`src/rtl/rtc_pkg.sv`:
```
`timescale 1ns/1ps
package rtc_pkg;
  localparam int unsigned SIDES     = 2;  // 0: positive error side, 1: negative
  localparam int unsigned SYNC_FLOPS = 2;
  localparam int unsigned WD_SHIFT  = 2;  // watchdog limit = H << WD_SHIFT
endpackage

```
`src/rtl/rtc_sync_edge.sv`:
```
`timescale 1ns/1ps
module rtc_sync_edge #(
  parameter int unsigned STAGES = 2
) (
  input  logic clk_i,
  input  logic rst_ni,
  input  logic d_i,
  output logic q_o,
  output logic rise_o,
  output logic fall_o
);
  // [STAGES-1] is the synchronized level, [STAGES] its one-cycle delay
  logic [STAGES:0] sr_q;

  always_ff @(posedge clk_i or negedge rst_ni) begin
    if (!rst_ni) sr_q <= '0;
    else         sr_q <= {sr_q[STAGES-1:0], d_i};
  end

  assign q_o    = sr_q[STAGES-1];
  assign rise_o = sr_q[STAGES-1] & ~sr_q[STAGES];
  assign fall_o = ~sr_q[STAGES-1] & sr_q[STAGES];
endmodule

```
`src/rtl/rtc_dur_meter.sv`:
```
`timescale 1ns/1ps
module rtc_dur_meter #(
  parameter int unsigned CW = 16
) (
  input  logic          clk_i,
  input  logic          rst_ni,
  input  logic          seed_i,
  input  logic [CW-1:0] seed_val_i,
  input  logic          rise_i,
  input  logic          fall_i,
  output logic [CW-1:0] hi_len_o,
  output logic [CW-1:0] lo_len_o
);
  localparam logic [CW-1:0] SEG_MAX = '1;

  logic [CW-1:0] seg_q;

  always_ff @(posedge clk_i or negedge rst_ni) begin
    if (!rst_ni) begin
      seg_q    <= '0;
      hi_len_o <= '0;
      lo_len_o <= '0;
    end else begin
      if (rise_i || fall_i)    seg_q <= CW'(1);
      else if (seg_q != SEG_MAX) seg_q <= seg_q + CW'(1);
      if (seed_i) begin
        hi_len_o <= seed_val_i;
        lo_len_o <= seed_val_i;
      end else begin
        if (fall_i) hi_len_o <= seg_q;
        if (rise_i) lo_len_o <= seg_q;
      end
    end
  end
endmodule

```
`src/rtl/rtc_ramp_div.sv`:
```
`timescale 1ns/1ps
module rtc_ramp_div #(
  parameter int unsigned CW = 16
) (
  input  logic            clk_i,
  input  logic            rst_ni,
  input  logic            start_i,
  input  logic            cancel_i,
  input  logic [CW-1:0]   rate_i,
  input  logic [2*CW-1:0] thr_i,
  output logic            act_o,
  output logic            done_o,
  output logic [CW-1:0]   len_o
);
  localparam int unsigned   AW      = 2*CW + 1;
  localparam logic [CW-1:0] LEN_MAX = '1;

  logic [AW-1:0] acc_q;
  logic          hit;

  // ramp reaching threshold gives t = thr / rate without a divider
  assign hit    = act_o && (acc_q >= {1'b0, thr_i});
  assign done_o = hit && !cancel_i;

  always_ff @(posedge clk_i or negedge rst_ni) begin
    if (!rst_ni) begin
      act_o <= 1'b0;
      acc_q <= '0;
      len_o <= '0;
    end else if (start_i) begin
      act_o <= 1'b1;
      acc_q <= AW'(rate_i);
      len_o <= CW'(1);
    end else if (cancel_i || hit) begin
      act_o <= 1'b0;
    end else if (act_o) begin
      acc_q <= acc_q + AW'(rate_i);
      if (len_o != LEN_MAX) len_o <= len_o + CW'(1);
    end
  end
endmodule

```
`src/rtl/ramp_time_ctrl.sv`:
```
`timescale 1ns/1ps
module ramp_time_ctrl
  import rtc_pkg::*;
#(
  parameter int unsigned CW = 16
) (
  input  logic          clk_i,
  input  logic          rst_ni,
  input  logic [CW-1:0] half_period_i,
  input  logic          err_pol_i,
  output logic          sw_o
);
  localparam int unsigned WW = CW + WD_SHIFT;

  logic                        pol_s, pol_rise, pol_fall;
  logic                        seed_q;
  logic [CW-1:0]               ta_q, tb_q;
  logic [SIDES-1:0][CW-1:0]    hold_q;
  logic [SIDES-1:0][CW-1:0]    rate, len;
  logic [SIDES-1:0][2*CW-1:0]  thr;
  logic [SIDES-1:0]            start, cancel, done, ramp_act;
  logic [WW-1:0]               wd_q, wd_lim;
  logic                        wd_fire;

  rtc_sync_edge #(.STAGES(SYNC_FLOPS)) u_sync (
    .clk_i (clk_i), .rst_ni (rst_ni), .d_i (err_pol_i),
    .q_o (pol_s), .rise_o (pol_rise), .fall_o (pol_fall)
  );

  rtc_dur_meter #(.CW(CW)) u_meter (
    .clk_i (clk_i), .rst_ni (rst_ni), .seed_i (seed_q),
    .seed_val_i (half_period_i), .rise_i (pol_rise), .fall_i (pol_fall),
    .hi_len_o (ta_q), .lo_len_o (tb_q)
  );

  assign start  = {pol_fall & ~sw_o, pol_rise & sw_o};
  assign cancel = {pol_rise | wd_fire, pol_fall | wd_fire};

  for (genvar g = 0; g < SIDES; g++) begin : g_side
    assign rate[g] = (g == 0) ? ta_q : tb_q;
    assign thr[g]  = (2*CW)'(hold_q[g]) * (2*CW)'(half_period_i);
    rtc_ramp_div #(.CW(CW)) u_ramp (
      .clk_i (clk_i), .rst_ni (rst_ni),
      .start_i (start[g]), .cancel_i (cancel[g]),
      .rate_i (rate[g]), .thr_i (thr[g]),
      .act_o (ramp_act[g]), .done_o (done[g]), .len_o (len[g])
    );
  end

  assign wd_lim  = {half_period_i, {WD_SHIFT{1'b0}}};
  // a real crossing in the same cycle takes precedence over the forced toggle
  assign wd_fire = (wd_q >= wd_lim - WW'(1)) && !(pol_rise || pol_fall);

  always_ff @(posedge clk_i or negedge rst_ni) begin
    if (!rst_ni) begin
      seed_q <= 1'b1;
      hold_q <= '0;
      sw_o   <= 1'b0;
      wd_q   <= '0;
    end else begin
      seed_q <= 1'b0;
      if (seed_q) begin
        for (int i = 0; i < SIDES; i++) hold_q[i] <= half_period_i >> 1;
      end else begin
        for (int i = 0; i < SIDES; i++) if (done[i]) hold_q[i] <= len[i];
      end

      if (wd_fire)      sw_o <= ~sw_o;
      else if (done[0]) sw_o <= 1'b0;
      else if (done[1]) sw_o <= 1'b1;

      if (wd_fire || pol_rise || pol_fall || (|done)) wd_q <= '0;
      else                                            wd_q <= wd_q + WW'(1);
    end
  end
endmodule

```
`config.mk`:
```
export PLATFORM = sky130hd
export DESIGN_NAME = ramp_time_ctrl
export DESIGN_NICKNAME = d
export VERILOG_FILES = /design/src/rtl/rtc_pkg.sv /design/src/rtl/rtc_sync_edge.sv /design/src/rtl/rtc_dur_meter.sv /design/src/rtl/rtc_ramp_div.sv /design/src/rtl/ramp_time_ctrl.sv
export SDC_FILE = /design/constraint.sdc
export NUM_CORES = 2
export LEC_CHECK = 0
export CAP_MARGIN = 25
export CORE_ASPECT_RATIO = 0.75
export CORE_MARGIN = 2
export CORE_UTILIZATION = 60
export DETAILED_ROUTE_END_ITERATION = 6
export GPL_TIMING_DRIVEN = 0
export HOLD_SLACK_MARGIN = 0.06
export PLACE_DENSITY_LB_ADDON = 0.3
export SYNTH_ARGS = -nofsm -noshare
export SYNTH_HDL_FRONTEND = slang
export SYNTH_HIERARCHICAL = 1
export SYNTH_SLANG_ARGS = --single-unit
```
`constraint.sdc`:
```
create_clock -name clk_i -period 12.5 [get_ports clk_i]
set_input_delay 1.25 -clock clk_i [delete_from_list [all_inputs] [get_ports clk_i]]
set_output_delay 1.25 -clock clk_i [all_outputs]
set_load 0.1 [all_outputs]
```
==> results list <==
- The root buffer cell chosen for the clock tree is sky130_fd_sc_hd__clkbuf_16.
- Ratio of cells with drive above 1 in the final layout: 3.06%
- Summed over all layers, the routed wires come to 89.7 mm.
- Compared with the post-synthesis result, the final layout area differs by 6.01%.
- Normalized max-slew margin: 29.4%
* Highest achievable clock rate: 81.4 MHz
* Post-CTS Repair Setup Buffers: 0
* Critical path fanouts, max: 10
* Number of iterations in the first detailed-routing pass: 6
- Setup violations remaining at the end of the flow were counted as 0.
- At the worst endpoint, the required time is 12940 ps.
* Starting density of the core: 60.8%
- For this run, the leading register cell type out of synthesis is sky130_fd_sc_hd__dfrtp_1.
- Port-buffer cells: 19
* Clock latency at the later pin of the worst-skew pair: 540 ps
- Worst setup path startpoint: half_period_i[13]
* Die extent in x: 268 µm
- Path class of the lowest-slack min-delay path: reg2reg
- Counting both buffers and inverters, the worst setup path holds a total of 7.
* Library cells used by synthesis: 88
- The count of nets left with antenna violations once routing finished came out at 0.
- Deepest clock path buffer count: 3
- Clock-pin slew reported for the worst setup and hold paths after clock tree synthesis: 60 ps
- Outcome: finished clean
- Slowest Stage Delay on Critical Path: 1040 ps
- Dividing the detail-routed wire length by the instance count gives 20.2 µm.
* Maximum number of pins on one net before global-route repair: 73
* Count of hold-fix buffers inserted at cts: 0
- For this run, the number of Yosys warnings is 6.
- DP Wirelength: 71.1 mm
- Ports: 20
* Area after detailed placement: 0.0326 mm²
* Number of global-route vias before repair: 26.5k
* Final weighted congestion in routability-driven placement: 1.01
- Post-cts sizing count: 0
- TritonCTS built the clock tree.
- Synthesis inferred 203 register bits.
- Shortest period the worst path allows: 12290 ps
* TritonCTS Sinks: 203
* Cell area after synthesis: 0.0315 mm²
- STA classifies the critical path endpoint as a flip-flop.
- The startpoint identified for the worst hold timing path is u_sync/sr_q[0].
- Proportion of synthesized chip area in sequential cells: 16.1%
* Post-route cell area: 0.0334 mm²
- The number of nets in the synthesized netlist is 4400.
* Total core area: 0.0517 mm²
* Global-route wire length before repair: 147 mm
- After detailed routing, the number of remaining DRC violations is 0.
- The setup path with the least slack is of type in2reg.
- The detailed router finished its first iteration with 3027 violations.
- Element type at the critical path start: input pin
- Of the available clock period, the critical path in the final layout requires 98.3%.
- The hold violation count in the final report is 0.
- Setup repair after global routing left no endpoint under its margin.
- Across the run, the number of max-cap violations was 0.
- Clock Skews: 26.5 ps
* Overflow after GRT: 0
* Critical Path Most Common Cell: sky130_fd_sc_hd__fa_1
* Routed via count: 26.5k
* Number of flops mapped to enable cells by yosys: 0
- For this run, the total global-route usage over all layers was measured as 34.6%.
* Overall die height: 202 µm
- Buffers inserted during clock tree synthesis total 23.
- Final-stage net count: 4446
- DR vias/cell: 5.98
- The max-slew violation count came to 0.
- Synthesis produced a netlist whose cell count is 3666.
- FILL cells: 4371
- Slowest stage cell on the critical path: sky130_fd_sc_hd__clkdlybuf4s50_1
- Final worst setup slack: 210 ps
* Worst reg2reg startpoint: hold_q[1]
* Transition at the pin with the smallest max-transition slack: 1060 ps
- The number of antenna violations at the first check in global routing is 2.
* Critical Path AT: 12730 ps
* Die Footprint: 0.0543 mm²
- For this run, asynchronously set or reset flops after synthesis account for 100%.
- Timing analysis after detailed placement gives a worst setup slack of -273 ps.
* Reg-to-reg setup timing slack: 1320 ps
- Clock H-tree levels: 1
- Mean area per synthesized cell: 8.58 µm²
* Cell family contributing the most delay on the critical path: adder cells
- Number of standard-cell rows in the floorplan: 72
==> worst register-to-register path, delay by kind of cell, from the launching register on <==
kind            cells  cell delay, ps
fa+ha+maj           8            3900
xor+xnor            1             170
flops               1             730
simple gates        6            1820
compound gates      7            2630
buf+inv             6            1830
==> cell usage after synthesis (26+ instances only) <==
library cell               instances  area share, %
sky130_fd_sc_hd__o21ai_1          29           0.46
sky130_fd_sc_hd__xor2_1           35           0.97
sky130_fd_sc_hd__nor2b_1         109            2.2
sky130_fd_sc_hd__and2_1          251            5.0
sky130_fd_sc_hd__nor3_1           46           0.73
sky130_fd_sc_hd__inv_1           589            7.0
sky130_fd_sc_hd__nand2_1         430            5.1
sky130_fd_sc_hd__dfrtp_1         202             16
sky130_fd_sc_hd__nor2_1          186            2.2
sky130_fd_sc_hd__nand3_1          64            1.0
sky130_fd_sc_hd__clkbuf_1        145            1.7
sky130_fd_sc_hd__ha_1            325             13
sky130_fd_sc_hd__a21oi_1         151            2.4
sky130_fd_sc_hd__xnor2_1          79            2.2
sky130_fd_sc_hd__o21ai_0         100            1.6
sky130_fd_sc_hd__nand4_1          26           0.52
sky130_fd_sc_hd__o21a_1           29           0.69
sky130_fd_sc_hd__o31ai_1          26           0.62
sky130_fd_sc_hd__fa_1            390             25
sky130_fd_sc_hd__a211oi_1         79            1.9
sky130_fd_sc_hd__and3_1           32           0.64
==> final timing paths <==
kind / to / cells past startpoint
worst max-delay path: hold_q[8] / 29
worst min-delay path: u_sync/sr_q[1] / 0
worst min register to register: u_sync/sr_q[1] / 0
worst max register to register: hold_q[8] / 28
min in group asynchronous: g_side[1].u_ramp/acc_q[5] / 1
max in group asynchronous: seed_q / 3
==> layout make-up <==
class	instances	area [µm²]	area share (%)
inverter	589	2210	6.63
antenna	1	2.50	0.00750
timing repair buffer	21	250	0.750
tap	703	880	2.64
sequential	203	5080	15.2
clock buffer	29	628	1.88
multi-input combinational	2702	23400	70.3
buffer	172	751	2.25
clock inverter	12	105	0.315
==> sequential cells by signal, summed over array words and instances, names as in the netlist <==
register             count
g_side.u_ramp/acc_q     66
g_side.u_ramp/act_o      2
g_side.u_ramp/len_o     32
hold_q                  32
seed_q                   1
sw_o                     1
u_meter/hi_len_o        16
u_meter/lo_len_o        16
u_meter/seg_q           16
u_sync/sr_q              3
wd_q                    18
==> stage by stage <==
stage | util, % | hold slack (ps) | instances | TNS (ps)
floorplan | - | 331 | 3666 | 0
global placement | 62.9 | 336 | 4388 | -3110
detailed placement | 63.0 | 335 | 4390 | -4110
CTS | 64.5 | 349 | 4431 | 0
global route | 64.5 | 361 | 4431 | 0
finish | 64.5 | 348 | 4432 | 0
==> cells in the final DEF (no fill, tap or decap), drive strengths merged, types with 32 or more instances in the layout <==
cell	netlist	final
inv	589	591
nand2	432	432
fa	390	390
ha	325	325
and2	251	251
dfrtp	202	202
nor2	186	186
clkbuf	147	176
a21oi	151	151
o21ai	129	129
nor2b	109	109
xnor2	79	79
a211oi	79	79
nand3	66	66
nor3	46	46
xor2	35	35
and3	32	32
==> metal layers <==
layer  GRT usage (%)  up-vias  part of all wire, %
li1                -    12000                    -
met1            52.7    12900                   44
met2            49.4     1358                   41
met3            7.98      183                   12
met4            8.69        2                  2.7
met5            2.16        -                 0.13
==> cells by family (layout without fill, tap and decap cells) <==
family                   count (synthesis)  after routing  share of synthesized area [%]
AND/OR/NAND/NOR                       1279           1279                           20.8
buffers and inverters                  761            823                           9.38
adder cells (fa/ha/maj)                715            715                           37.7
AO/OA/AOI/OAI                          565            565                           11.8
flip-flops                             203            203                           16.1
XOR/XNOR                               114            114                           3.17
multiplexers                            28             28                          0.911
other                                    1              2                         0.0119
Power is not shown: default switching activity piles up to over one toggle a cycle in this logic, so the estimate is an artifact.
